[src/rtl/cqi2c_pkg.sv]
`timescale 1ns/1ps
package cqi2c_pkg;
   localparam int CMD_W    = 11;
   localparam int CB_START = 8;
   localparam int CB_STOP  = 9;
   localparam int CB_READ  = 10;
   localparam int ST_NAK   = 21;
   localparam int ST_DONE  = 27;
   localparam int ST_BUSY  = 28;
   localparam int CT_TXRST = 9;
   localparam int CT_RXRST = 10;
   localparam int CT_EN    = 11;

   typedef enum logic [2:0] {
      E_IDLE, E_FETCH, E_START, E_TXBIT, E_TXACK, E_RXBIT, E_RXACK, E_STOP
   } eng_st_t;
endpackage

[src/rtl/cqi2c_fifo.sv]
`timescale 1ns/1ps
module cqi2c_fifo #(
   parameter int WIDTH = 8,
   parameter int DEPTH = 16
) (
   input  logic             clk,
   input  logic             rst_n,
   input  logic             flush,
   input  logic             push,
   input  logic [WIDTH-1:0] din,
   input  logic             pop,
   output logic [WIDTH-1:0] dout,
   output logic             empty,
   output logic             full
);
   localparam int AW = $clog2(DEPTH);

   if (DEPTH < 2 || (DEPTH & (DEPTH - 1)) != 0) begin : g_bad_depth
      $error("cqi2c_fifo: DEPTH must be a power of two, at least 2");
   end

   logic [WIDTH-1:0] mem [DEPTH];
   logic [AW-1:0]    wp, rp;
   logic [AW:0]      cnt;
   logic             do_push, do_pop;

   assign do_push = push && !full;
   assign do_pop  = pop && !empty;
   assign empty   = (cnt == '0);
   assign full    = (cnt == (AW+1)'(DEPTH));
   assign dout    = mem[rp];

   always_ff @(posedge clk or negedge rst_n) begin
      if (!rst_n) begin
         wp <= '0; rp <= '0; cnt <= '0;
      end else if (flush) begin
         wp <= '0; rp <= '0; cnt <= '0;
      end else begin
         if (do_push) wp <= wp + AW'(1);
         if (do_pop)  rp <= rp + AW'(1);
         cnt <= cnt + (AW+1)'(do_push) - (AW+1)'(do_pop);
      end
   end

   always_ff @(posedge clk) begin
      if (do_push && !flush) mem[wp] <= din;
   end

   // a full queue stays full when only a push arrives
   a_r11_no_overflow: assert property (@(posedge clk) disable iff (!rst_n)
      (full && push && !pop && !flush) |=> full);
endmodule

[src/rtl/cqi2c_tick.sv]
`timescale 1ns/1ps
module cqi2c_tick #(
   parameter int DIV_W = 8
) (
   input  logic             clk,
   input  logic             rst_n,
   input  logic [DIV_W-1:0] div,
   output logic             tick
);
   logic [DIV_W-1:0] cnt;

   assign tick = (cnt >= div);

   always_ff @(posedge clk or negedge rst_n) begin
      if (!rst_n)    cnt <= '0;
      else if (tick) cnt <= '0;
      else           cnt <= cnt + DIV_W'(1);
   end
endmodule

[src/rtl/cqi2c_engine.sv]
`timescale 1ns/1ps
module cqi2c_engine
   import cqi2c_pkg::*;
(
   input  logic             clk,
   input  logic             rst_n,
   input  logic             tick,
   input  logic             en,
   input  logic             cmd_valid,
   input  logic [CMD_W-1:0] cmd,
   output logic             cmd_pop,
   output logic             rx_push,
   output logic [7:0]       rx_byte,
   output logic             nak_set,
   output logic             done_set,
   output logic             busy,
   output logic             scl_pull,
   output logic             sda_pull,
   input  logic             sda_in
);
   eng_st_t    st;
   logic [3:0] ph;
   logic [2:0] bitn;
   logic [7:0] sh, left;
   logic       stop_pend, discard, nak_q, sda_q;
   logic       in_slot;

   assign in_slot  = (st != E_IDLE) && (st != E_FETCH);
   assign cmd_pop  = cmd_valid && en && (st == E_IDLE || st == E_FETCH);
   assign scl_pull = (st == E_FETCH) || (in_slot && !ph[3]);
   assign sda_pull = sda_q;
   assign busy     = (st != E_IDLE);
   assign rx_byte  = sh;

   always_ff @(posedge clk or negedge rst_n) begin
      if (!rst_n) begin
         st <= E_IDLE; ph <= '0; bitn <= '0; sh <= '0; left <= '0;
         stop_pend <= 1'b0; discard <= 1'b0; nak_q <= 1'b0; sda_q <= 1'b0;
         rx_push <= 1'b0; nak_set <= 1'b0; done_set <= 1'b0;
      end else begin
         rx_push <= 1'b0; nak_set <= 1'b0; done_set <= 1'b0;
         case (st)
            E_IDLE: if (cmd_pop) begin
               if (discard) begin
                  if (cmd[CB_STOP]) discard <= 1'b0;
               end else if (cmd[CB_START]) begin
                  sh <= cmd[7:0]; stop_pend <= cmd[CB_STOP]; st <= E_START;
               end
            end
            E_FETCH: if (cmd_pop) begin
               stop_pend <= cmd[CB_STOP]; bitn <= '0;
               sh <= cmd[7:0]; left <= cmd[7:0];
               if (cmd[CB_START])             st <= E_START;
               else if (!cmd[CB_READ])        st <= E_TXBIT;
               else if (cmd[7:0] != 8'd0)     st <= E_RXBIT;
               else if (cmd[CB_STOP])         st <= E_STOP;
            end
            default: if (tick) begin
               ph <= ph + 4'd1;
               case (st)
                  E_START: begin
                     if (ph == 4'd4)  sda_q <= 1'b0;
                     if (ph == 4'd12) sda_q <= 1'b1;
                     if (ph == 4'd15) begin st <= E_TXBIT; bitn <= '0; end
                  end
                  E_TXBIT: begin
                     if (ph == 4'd4) sda_q <= ~sh[7];
                     if (ph == 4'd15) begin
                        sh <= {sh[6:0], 1'b0}; bitn <= bitn + 3'd1;
                        if (bitn == 3'd7) st <= E_TXACK;
                     end
                  end
                  E_TXACK: begin
                     if (ph == 4'd4)  sda_q <= 1'b0;
                     if (ph == 4'd12) nak_q <= sda_in;
                     if (ph == 4'd15) begin
                        if (nak_q) begin
                           nak_set <= 1'b1; discard <= !stop_pend; st <= E_STOP;
                        end else begin
                           st <= stop_pend ? E_STOP : E_FETCH;
                        end
                     end
                  end
                  E_RXBIT: begin
                     if (ph == 4'd4)  sda_q <= 1'b0;
                     if (ph == 4'd12) sh <= {sh[6:0], sda_in};
                     if (ph == 4'd15) begin
                        bitn <= bitn + 3'd1;
                        if (bitn == 3'd7) begin st <= E_RXACK; rx_push <= 1'b1; end
                     end
                  end
                  E_RXACK: begin
                     if (ph == 4'd4) sda_q <= (left != 8'd1);
                     if (ph == 4'd15) begin
                        left <= left - 8'd1;
                        if (left == 8'd1) begin
                           done_set <= 1'b1; st <= stop_pend ? E_STOP : E_FETCH;
                        end else begin
                           st <= E_RXBIT;
                        end
                     end
                  end
                  E_STOP: begin
                     if (ph == 4'd4)  sda_q <= 1'b1;
                     if (ph == 4'd12) sda_q <= 1'b0;
                     if (ph == 4'd15) st <= E_IDLE;
                  end
                  default: ;
               endcase
            end
         endcase
      end
   end

   // with SCL released in two successive cycles, SDA holds outside START/STOP
   a_r3_sda_moves_low_only: assert property (@(posedge clk) disable iff (!rst_n)
      (!scl_pull && !$past(scl_pull) && st != E_START && st != E_STOP)
         |-> (sda_pull == $past(sda_pull)));
   // an idle engine leaves both lines released
   a_r6_idle_released: assert property (@(posedge clk) disable iff (!rst_n)
      (st == E_IDLE) |-> (!scl_pull && !sda_pull));
   // in the high half of a receive acknowledge, only the last byte is left unacknowledged
   a_r4_last_byte_nak: assert property (@(posedge clk) disable iff (!rst_n)
      (st == E_RXACK && ph >= 4'd8) |-> (sda_pull == (left > 8'd1)));
   // the read-complete pulse follows a receive acknowledge slot
   a_r7_done_after_ack: assert property (@(posedge clk) disable iff (!rst_n)
      done_set |-> ($past(st) == E_RXACK));
endmodule

[src/rtl/cmdq_i2c_master.sv]
`timescale 1ns/1ps
module cmdq_i2c_master
   import cqi2c_pkg::*;
#(
   parameter int DIV_W      = 8,
   parameter int FIFO_DEPTH = 16
) (
   input  logic        clk,
   input  logic        rst_n,
   input  logic        reg_wr,
   input  logic        reg_rd,
   input  logic [1:0]  reg_addr,
   input  logic [31:0] reg_wdata,
   output logic [31:0] reg_rdata,
   output logic        scl_pull,
   output logic        sda_pull,
   input  logic        sda_in
);
   localparam int NFLAG = 2;
   localparam int FLAG_POS [NFLAG] = '{ST_NAK, ST_DONE};

   if (DIV_W < 1 || DIV_W > 8) begin : g_bad_div
      $error("cmdq_i2c_master: DIV_W must lie in 1..8");
   end

   logic [DIV_W-1:0] div_q;
   logic             en_q, tick;
   logic             tx_empty, tx_full, tx_pop, tx_flush;
   logic [CMD_W-1:0] tx_dout;
   logic             rx_empty, rx_full, rx_pop, rx_flush, rx_push;
   logic [7:0]       rx_dout, rx_byte;
   logic             nak_set, done_set, busy;
   logic [NFLAG-1:0] flag_q, flag_set;
   logic             wr_cmd, wr_stat, wr_ctl;
   logic             unused_bits;

   assign wr_cmd   = reg_wr && (reg_addr == 2'd0);
   assign wr_stat  = reg_wr && (reg_addr == 2'd2);
   assign wr_ctl   = reg_wr && (reg_addr == 2'd3);
   assign tx_flush = wr_ctl && reg_wdata[CT_TXRST];
   assign rx_flush = wr_ctl && reg_wdata[CT_RXRST];
   assign rx_pop   = reg_rd && (reg_addr == 2'd1) && !rx_empty;
   assign flag_set = {done_set, nak_set};
   assign unused_bits = ^{reg_wdata[31:12], reg_wdata[8], tx_full, rx_full};

   always_ff @(posedge clk or negedge rst_n) begin
      if (!rst_n) begin
         div_q <= '0; en_q <= 1'b0;
      end else if (wr_ctl) begin
         div_q <= reg_wdata[DIV_W-1:0]; en_q <= reg_wdata[CT_EN];
      end
   end

   for (genvar i = 0; i < NFLAG; i++) begin : g_flag
      always_ff @(posedge clk or negedge rst_n) begin
         if (!rst_n)                               flag_q[i] <= 1'b0;
         else if (flag_set[i])                     flag_q[i] <= 1'b1;
         else if (wr_stat && reg_wdata[FLAG_POS[i]]) flag_q[i] <= 1'b0;
      end
   end

   always_comb begin
      reg_rdata = '0;
      case (reg_addr)
         2'd1: reg_rdata[8:0] = {rx_empty, rx_dout};
         2'd2: begin
            reg_rdata[ST_NAK]  = flag_q[0];
            reg_rdata[ST_DONE] = flag_q[1];
            reg_rdata[ST_BUSY] = busy;
         end
         2'd3: begin
            reg_rdata[DIV_W-1:0] = div_q;
            reg_rdata[CT_EN]     = en_q;
         end
         default: ;
      endcase
   end

   cqi2c_tick #(.DIV_W(DIV_W)) u_tick (
      .clk(clk), .rst_n(rst_n), .div(div_q), .tick(tick));

   cqi2c_fifo #(.WIDTH(CMD_W), .DEPTH(FIFO_DEPTH)) u_txq (
      .clk(clk), .rst_n(rst_n), .flush(tx_flush), .push(wr_cmd),
      .din(reg_wdata[CMD_W-1:0]), .pop(tx_pop), .dout(tx_dout),
      .empty(tx_empty), .full(tx_full));

   cqi2c_fifo #(.WIDTH(8), .DEPTH(FIFO_DEPTH)) u_rxq (
      .clk(clk), .rst_n(rst_n), .flush(rx_flush), .push(rx_push),
      .din(rx_byte), .pop(rx_pop), .dout(rx_dout),
      .empty(rx_empty), .full(rx_full));

   cqi2c_engine u_eng (
      .clk(clk), .rst_n(rst_n), .tick(tick), .en(en_q),
      .cmd_valid(!tx_empty && !tx_flush), .cmd(tx_dout), .cmd_pop(tx_pop),
      .rx_push(rx_push), .rx_byte(rx_byte), .nak_set(nak_set),
      .done_set(done_set), .busy(busy), .scl_pull(scl_pull),
      .sda_pull(sda_pull), .sda_in(sda_in));

   // a write-one to the refusal flag clears it unless a new refusal arrives
   a_r8_w1c_clears: assert property (@(posedge clk) disable iff (!rst_n)
      (wr_stat && reg_wdata[ST_NAK] && !nak_set) |=> !flag_q[0]);
endmodule

[config.mk]
export PLATFORM = sky130hd
export DESIGN_NAME = cmdq_i2c_master
export DESIGN_NICKNAME = d
export VERILOG_FILES = /design/src/rtl/cqi2c_pkg.sv /design/src/rtl/cqi2c_fifo.sv /design/src/rtl/cqi2c_tick.sv /design/src/rtl/cqi2c_engine.sv /design/src/rtl/cmdq_i2c_master.sv
export SDC_FILE = /design/constraint.sdc
export NUM_CORES = 1
export LEC_CHECK = 0
export BUFFER_PORTS_ARGS = -buffer_cell sky130_fd_sc_hd__buf_2
export CELL_PAD_IN_SITES_DETAIL_PLACEMENT = 2
export CELL_PAD_IN_SITES_GLOBAL_PLACEMENT = 2
export CORE_ASPECT_RATIO = 0.75
export CORE_MARGIN = 2
export CORE_UTILIZATION = 45
export DETAILED_ROUTE_END_ITERATION = 6
export GPL_TIMING_DRIVEN = 0
export PLACE_DENSITY = 0.89
export SYNTH_ARGS = -nofsm -noshare
export SYNTH_HDL_FRONTEND = slang
export SYNTH_SLANG_ARGS = --single-unit
[constraint.sdc]
create_clock -name clk -period 5 [get_ports clk]
set_clock_uncertainty 0.2 [all_clocks]
set_input_delay 0.5 -clock clk [delete_from_list [all_inputs] [get_ports clk]]
set_output_delay 0.5 -clock clk [all_outputs]
set_load 0.005 [all_outputs]
==> results of run 1 <==
-- worst min path at each step --
| stage | from | to | slack (ps) | cells after the start |
|---|---|---|---|---|
| floorplan | rst_n | div_q[0]$_DFFE_PN0N_ | 4 | 0 |
| global placement | u_eng.nak_set$_DFF_PN0_ | flag_q[0]$_DFFE_PN0P_ | 210 | 1 |
| detailed placement | u_eng.done_set$_DFF_PN0_ | flag_q[1]$_DFFE_PN0P_ | 220 | 1 |
| CTS | reg_wdata[11] | en_q$_DFFE_PN0N_ | 8 | 2 |
| global route | reg_wdata[11] | en_q$_DFFE_PN0N_ | 30 | 2 |
| finish | reg_wdata[11] | en_q$_DFFE_PN0N_ | 20 | 2 |
-- power groups by stage --
stage	Clock [uW]	Sequential, uW	Combinational (uW)
floorplan	0	3720	862
global placement	0	3760	1120
detailed placement	0	3790	1280
CTS	3030	3730	1370
global route	3130	3750	1500
finish	3030	3740	1380
-- through the flow --
stage                     power (uW)  cells  hold WS, ps  setup slack, ps
after floorplan                 4580   1052         4.41             1930
after global placement          4880   1583          211             1320
after detailed placement        5060   1584          222             1120
after CTS                       8130   1655         8.35              777
after global routing            8380   1655         33.8              600
final                           8150   1655         23.5              534
-- worst max-delay path: cells and delay by family (launching register included) --
family,cells,cell delay (ps)
buffers and inverters,2,740
flip-flops,1,400
adder cells (fa/ha/maj),1,340
AO/OA/AOI/OAI,7,2670
-- Yosys cell counts, types with 23 or more instances --
| library cell | n | area, sq um |
|---|---|---|
| nand2_1 | 53 | 199 |
| o21ai_0 | 35 | 175 |
| nor2_1 | 68 | 255 |
| inv_1 | 40 | 150 |
| a21oi_1 | 23 | 115 |
| mux4_2 | 78 | 1760 |
| clkbuf_1 | 25 | 93.8 |
| and2_1 | 40 | 250 |
| dfrtp_1 | 78 | 1950 |
| edfxtp_1 | 304 | 9130 |
| mux2i_1 | 29 | 290 |
| ha_1 | 37 | 463 |
-- layer usage --
| layer | track usage, % | wire length [um] | part of all wire [%] |
|---|---|---|---|
| met5 | 0 | 0 | 0 |
| met2 | 52.0 | 28500 | 47 |
| met3 | 6.60 | 5520 | 9.1 |
| met1 | 44.6 | 24400 | 40 |
| met4 | 12.0 | 2430 | 4.0 |
-- registers in the layout, indices dropped and copies added (netlist names) --
| signal | count |
|---|---|
| u_txq.mem | 176 |
| u_rxq.mem | 128 |
| div_q | 8 |
| u_eng.left | 8 |
| u_eng.rx_byte | 8 |
| u_tick.cnt | 8 |
| u_rxq.cnt | 5 |
| u_txq.cnt | 5 |
| u_eng.ph | 4 |
| u_rxq.rp | 4 |
| u_rxq.wp | 4 |
| u_txq.rp | 4 |
| u_txq.wp | 4 |
| u_eng.bitn | 3 |
| u_eng.st | 3 |
| flag_q | 2 |
| en_q | 1 |
| u_eng.discard | 1 |
| u_eng.done_set | 1 |
| u_eng.nak_q | 1 |
| u_eng.nak_set | 1 |
| u_eng.rx_push | 1 |
| u_eng.sda_pull | 1 |
| u_eng.stop_pend | 1 |
-- what timing repair did --
action / 4_1_cts / 5_1_grt
hold buffers: 1 / 0
hold endpoints to repair: 33 / 0
buffers inserted: 0 / 0
-- area by class of cell --
type | instances | share of cell area, %
Inverter | 41 | 0.821
Buffer | 64 | 2.09
Timing Repair Buffer | 37 | 1.15
Clock inverter | 14 | 0.867
Multi-Input combinational cell | 565 | 26.9
Sequential cell | 382 | 59.1
Clock buffer | 56 | 5.80
Tap cell | 496 | 3.31
-- cells by family after synthesis --
logic type               count (synthesis)  share of synthesized area, %
XOR/XNOR                                28                          1.48
AND/OR/NAND/NOR                        236                          7.06
adder cells (fa/ha/maj)                 39                          3.03
buffers and inverters                  105                          3.29
AO/OA/AOI/OAI                          123                          4.97
multiplexers                           120                          13.4
other                                    1                        0.0226
flip-flops                             382                          66.8
==> results.txt, run 1 <==
Pin count of the biggest net entering global routing = 46
Routed vias/inst = 6.55
Die footprint = 0.0385 sq mm
Commonest non-fill, non-tap cell in the layout = edfxtp_1
Seq cells post-synth = 382
Longest Clk Path Bufs = 3
First-pass DRT Iterations = 5
Sequential fraction of the synthesis area = 66.8%
Area Overhead vs Synth = 13.0%
Reg-to-reg slack, setup = 530 ps
TNS Setup = 0 ps
Vias in the first global route = 11,500
Max Cap Viol = 0
Vert. Die Dim = 170 um
Worst path cell trace = inv_1 > ha_1 > a21oi_1 > a2bb2oi_1 > o311ai_1 > a21o_1 > a32oi_1 > clkbuf_1 > o21ai_0 > o21ai_0
Synth warnings = 0
Seq. cell area = 0.0111 sq mm
Final Hold Viols = 0
Critical path's largest stage delay = 1050 ps
Final-report setup violation count = 0
CTS tree = built
# DRC = 0
Initial Util = 46.0%
VDD IR max = 188 uV
Cts bufs inserted = 38
Pwr per Cell Area = 435 mW/mm^2
Multi-input combinational cell area = 0.00504 sq mm
Layout cell share with drive strength beyond 1 = 19.5%
Total track usage = 32.6%
Fillers = 3,250
Clock power frac = 37.2%
Antenna Cells = 0
Element type at the critical path end = flop
Core footprint = 0.0361 sq mm
IO Pins = 73
Nets@finish = 1,207
Reg power frac = 45.9%
Slowest CP cell = a32oi_1
Combinational share of power = 17.0%
RR Startpoint = div_q[4]$_DFFE_PN0N_
Post-DRT Antenna Nets = 0
Crit path DAT = 4700 ps
Initial antenna violation count = 1
Post-DP HPWL = 37,100 um
Slew Limit Fails = 0
Post-synth EDFFs = 304
Slew margin rel. = 8.13%
Via count = 10,800
Netlist cell types = 65
Finished Core Util = 51.9%
Tmin final = 4470 ps
Final period util = 89.3%
Post-route cell area = 0.0188 sq mm
Input/output buffers = 35
Post-cts repair resize count = 0
Total gr overflow = 0
Max H-tree Level = 2
Post-DP Area = 0.0175 sq mm
RePlAce Congestion = 0.848
Mapped Avg Cell Area = 16.1 sq um
Most frequent cells in the layout = edfxtp_1, mux4_2, dfrtp_1
Post-synth ARST share = 20.4%
Clock sink count = 382
Required time worst endpoint = 5240 ps
Int Power = 5760 uW
Sw Share = 29.3%
Max Fclk = 0.224 GHz
CTS root buffer = clkbuf_16
RSZ-0062 raised after global routing = false
Clock-pin transition on the worst setup and hold timing paths = 70 ps
Class of the worst hold path = in2reg
DRT iter0 DRCs = 1,600
Crit-path max FO = 10
Worst skew pair latency = 560 ps
Critical Path Sink = u_eng.left[4]$_DFFE_PN0P_
Crit path kind = reg2reg
Net Sw Power = 2390 uW
Synth Flop Type = edfxtp_1
Row count = 60
Global-route wire length before repair = 87,600 um
R2r endpoint = u_eng.left[4]$_DFFE_PN0P_
Worst r2r path cells = 10
DIE WIDTH = 226 um
Mapped Area = 0.0166 sq mm
Post-Route WL = 60,800 um
Routed len/inst = 36.7 um
Static leakage = 0.00641 uW
CP startpoint = div_q[4]$_DFFE_PN0N_
Status = finished clean
Crit path top cell by count = o21ai_0
Setup crit start kind = flop
Cells after Synth = 1,034
Worst-Margin Slew = 1370 ps
(Power assumes the default switching activity.)
==> inputs of run 2 (changes only) <==
==> constraint.sdc (replaced) <==
create_clock -name clk -period 5 [get_ports clk]
set_clock_uncertainty 0.2 [all_clocks]
set_input_delay 1 -clock clk [delete_from_list [all_inputs] [get_ports clk]]
set_output_delay 1 -clock clk [all_outputs]
set_load 0.005 [all_outputs]
==> run 2 against run 1 <==
Against the previous run:
- global-route usage barely moved
- largest cell class unchanged
- critical path depth fell by 3
- cell area is essentially flat
- power hardly changed
- clock power about the same
- combinational power is essentially flat
- clock-buffer cell count is the same
- core utilization hardly changed
- register-to-register slack better by 20 ps
- cell count is essentially flat
- sequential share of layout area hardly changed
==> results.txt, run 2 (synthesis gave the netlist of run 1 again) <==
Routed vias/inst = 6.54
Element type at the critical path end = output pin
Crit path kind = reg2out
Commonest non-fill, non-tap cell in the layout = edfxtp_1
Post-Route WL = 60,700 um
Sw Share = 29.3%
Worst Slack Setup Final = 268 ps
Pwr per Cell Area = 434 mW/mm^2
Max Fclk = 0.211 GHz
Setup WS pre-CTS = 622 ps
Vert. Die Dim = 170 um
RePlAce Congestion = 0.848
Routed len/inst = 36.7 um
Cts bufs inserted = 38
Max Cap Viol = 0
Worst path top cell family by delay = buffers and inverters
# DRC = 0
Status = finished clean
Clock sink count = 382
Post-DRT Antenna Nets = 0
Largest reg by FF count = u_txq.mem
Pin count of the biggest net entering global routing = 46
Longest Clk Path Bufs = 3
Crit path buffers/inverters = 3
Total track usage = 32.6%
Reg power frac = 45.9%
RSZ-0062 raised after global routing = false
Top Registers = u_txq.mem: 176 flops, u_rxq.mem: 128 flops
Vias in the first global route = 11,500
Slew Limit Fails = 0
Tmin final = 4730 ps
CTS root buffer = clkbuf_16
Setup crit start kind = flop
Final Hold Viols = 0
Global-route track usage on met1 = 44.6%
TNS Setup = 0 ps
Most frequent cells in the layout = edfxtp_1, mux4_2, dfrtp_1
Post-cts repair resize count = 0
# Post-CTS Setup Buffers = 0
Clock power frac = 37.2%
Worst-Margin Slew = 1340 ps
Die footprint = 0.0385 sq mm
Initial Util = 46.0%
Antenna Cells = 0
DRT iter0 DRCs = 1,551
Met2 GRT Util = 51.9%
CTS Hold Bufs = 0
Initial antenna violation count = 1
Int Power = 5760 uW
Area Overhead vs Synth = 12.9%
Static leakage = 0.00640 uW
Crit path DAT = 3530 ps
Layout cell share with drive strength beyond 1 = 19.5%
Final period util = 94.6%
Core footprint = 0.0361 sq mm
Slowest CP cell = clkbuf_1
Max H-tree Level = 2
Row count = 60
Global-route wire length before repair = 87,500 um
IO Pins = 73
Required time worst endpoint = 3800 ps
Grt met3 use = 6.60%
Fillers = 3,251
DIE WIDTH = 226 um
Critical path's largest stage delay = 730 ps
Combinational share of power = 17.0%
Nets@finish = 1,206
First-pass DRT Iterations = 5
VDD IR max = 188 uV
CTS tree = built
Max reg flops = 176
Worst path cell trace = clkbuf_1 > clkbuf_1 > mux4_2 > mux4_2 > mux2i_1 > nor2b_1 > buf_2
Input/output buffers = 35
Slew margin rel. = 10.2%
Crit-path max FO = 10
Grt peak-use layer = met2
Final-report setup violation count = 0
Clock-pin transition on the worst setup and hold timing paths = 70 ps
Post-DP HPWL = 37,100 um
Net Sw Power = 2380 uW
Class of the worst hold path = in2async
Via count = 10,800
Worst skew pair latency = 560 ps
Total gr overflow = 0
==> run 2: cell types whose count changed in the layout (fill, tap and decap cells not counted) <==
cell and delta:
dlygate4sd3_1 -1
==> run 2: final timing paths <==
kind	start	to	slack [ps]	cells past startpoint
setup reg to reg	div_q[4]$_DFFE_PN0N_	u_eng.left[4]$_DFFE_PN0P_	550	10
max in group asynchronous	rst_n	u_eng.rx_byte[1]$_DFFE_PN0P_	3730	2
hold / removal	rst_n	u_rxq.cnt[1]$_DFF_PN0_	210	1
min in group clk	u_eng.done_set$_DFF_PN0_	flag_q[1]$_DFFE_PN0P_	230	1
setup / recovery	u_rxq.rp[1]$_DFFE_PN0P_	reg_rdata[1]	270	7
hold reg to reg	u_eng.done_set$_DFF_PN0_	flag_q[1]$_DFFE_PN0P_	230	1
==> run 2: worst register-to-register path, delay by kind of cell, from the launching register on <==
family          cells  cell delay, ps
compound gates      7            2630
fa+ha+maj           1             340
buf+inv             2             760
flops               1             410
==> run 2: final cells by class <==
cell class                 count  area [sq um]  share of cell area [%]
sequential                   382         11100                    59.1
multi-input combinational    565          5040                    26.9
clock buffer                  56          1090                    5.81
tap                          496           621                    3.31
buffer                        64           392                    2.09
timing repair buffer          36           205                    1.09
clock inverter                14           163                   0.868
inverter                      41           154                   0.821
==> run 2: metal layers <==
| layer | wire length [um] | part of all wire, % |
|---|---|---|
| met1 | 24300 | 40 |
| met3 | 5600 | 9.2 |
| met4 | 2470 | 4.1 |
| met2 | 28400 | 47 |
| met5 | 0 | 0 |
==> run 2: power by group through the flow <==
stage               clock (uW)  sequential (uW)  combinational (uW)
floorplan                    0             3720                 862
detailed placement           0             3790                1280
global route              3130             3750                1500
global placement             0             3760                1120
CTS                       3030             3730                1370
finish                    3030             3740                1380
==> run 2: stage by stage <==
stage | total power, uW | instances | hold WS, ps | utilization [%] | instance area, sq um
after floorplan | 4580 | 1052 | 204 | - | 16700
after global placement | 4880 | 1583 | 211 | 48.4 | 17500
after detailed placement | 5060 | 1584 | 222 | 48.4 | 17500
after CTS | 8130 | 1654 | 221 | 51.9 | 18700
after global routing | 8380 | 1654 | 245 | 51.9 | 18700
final | 8140 | 1654 | 214 | 51.9 | 18700
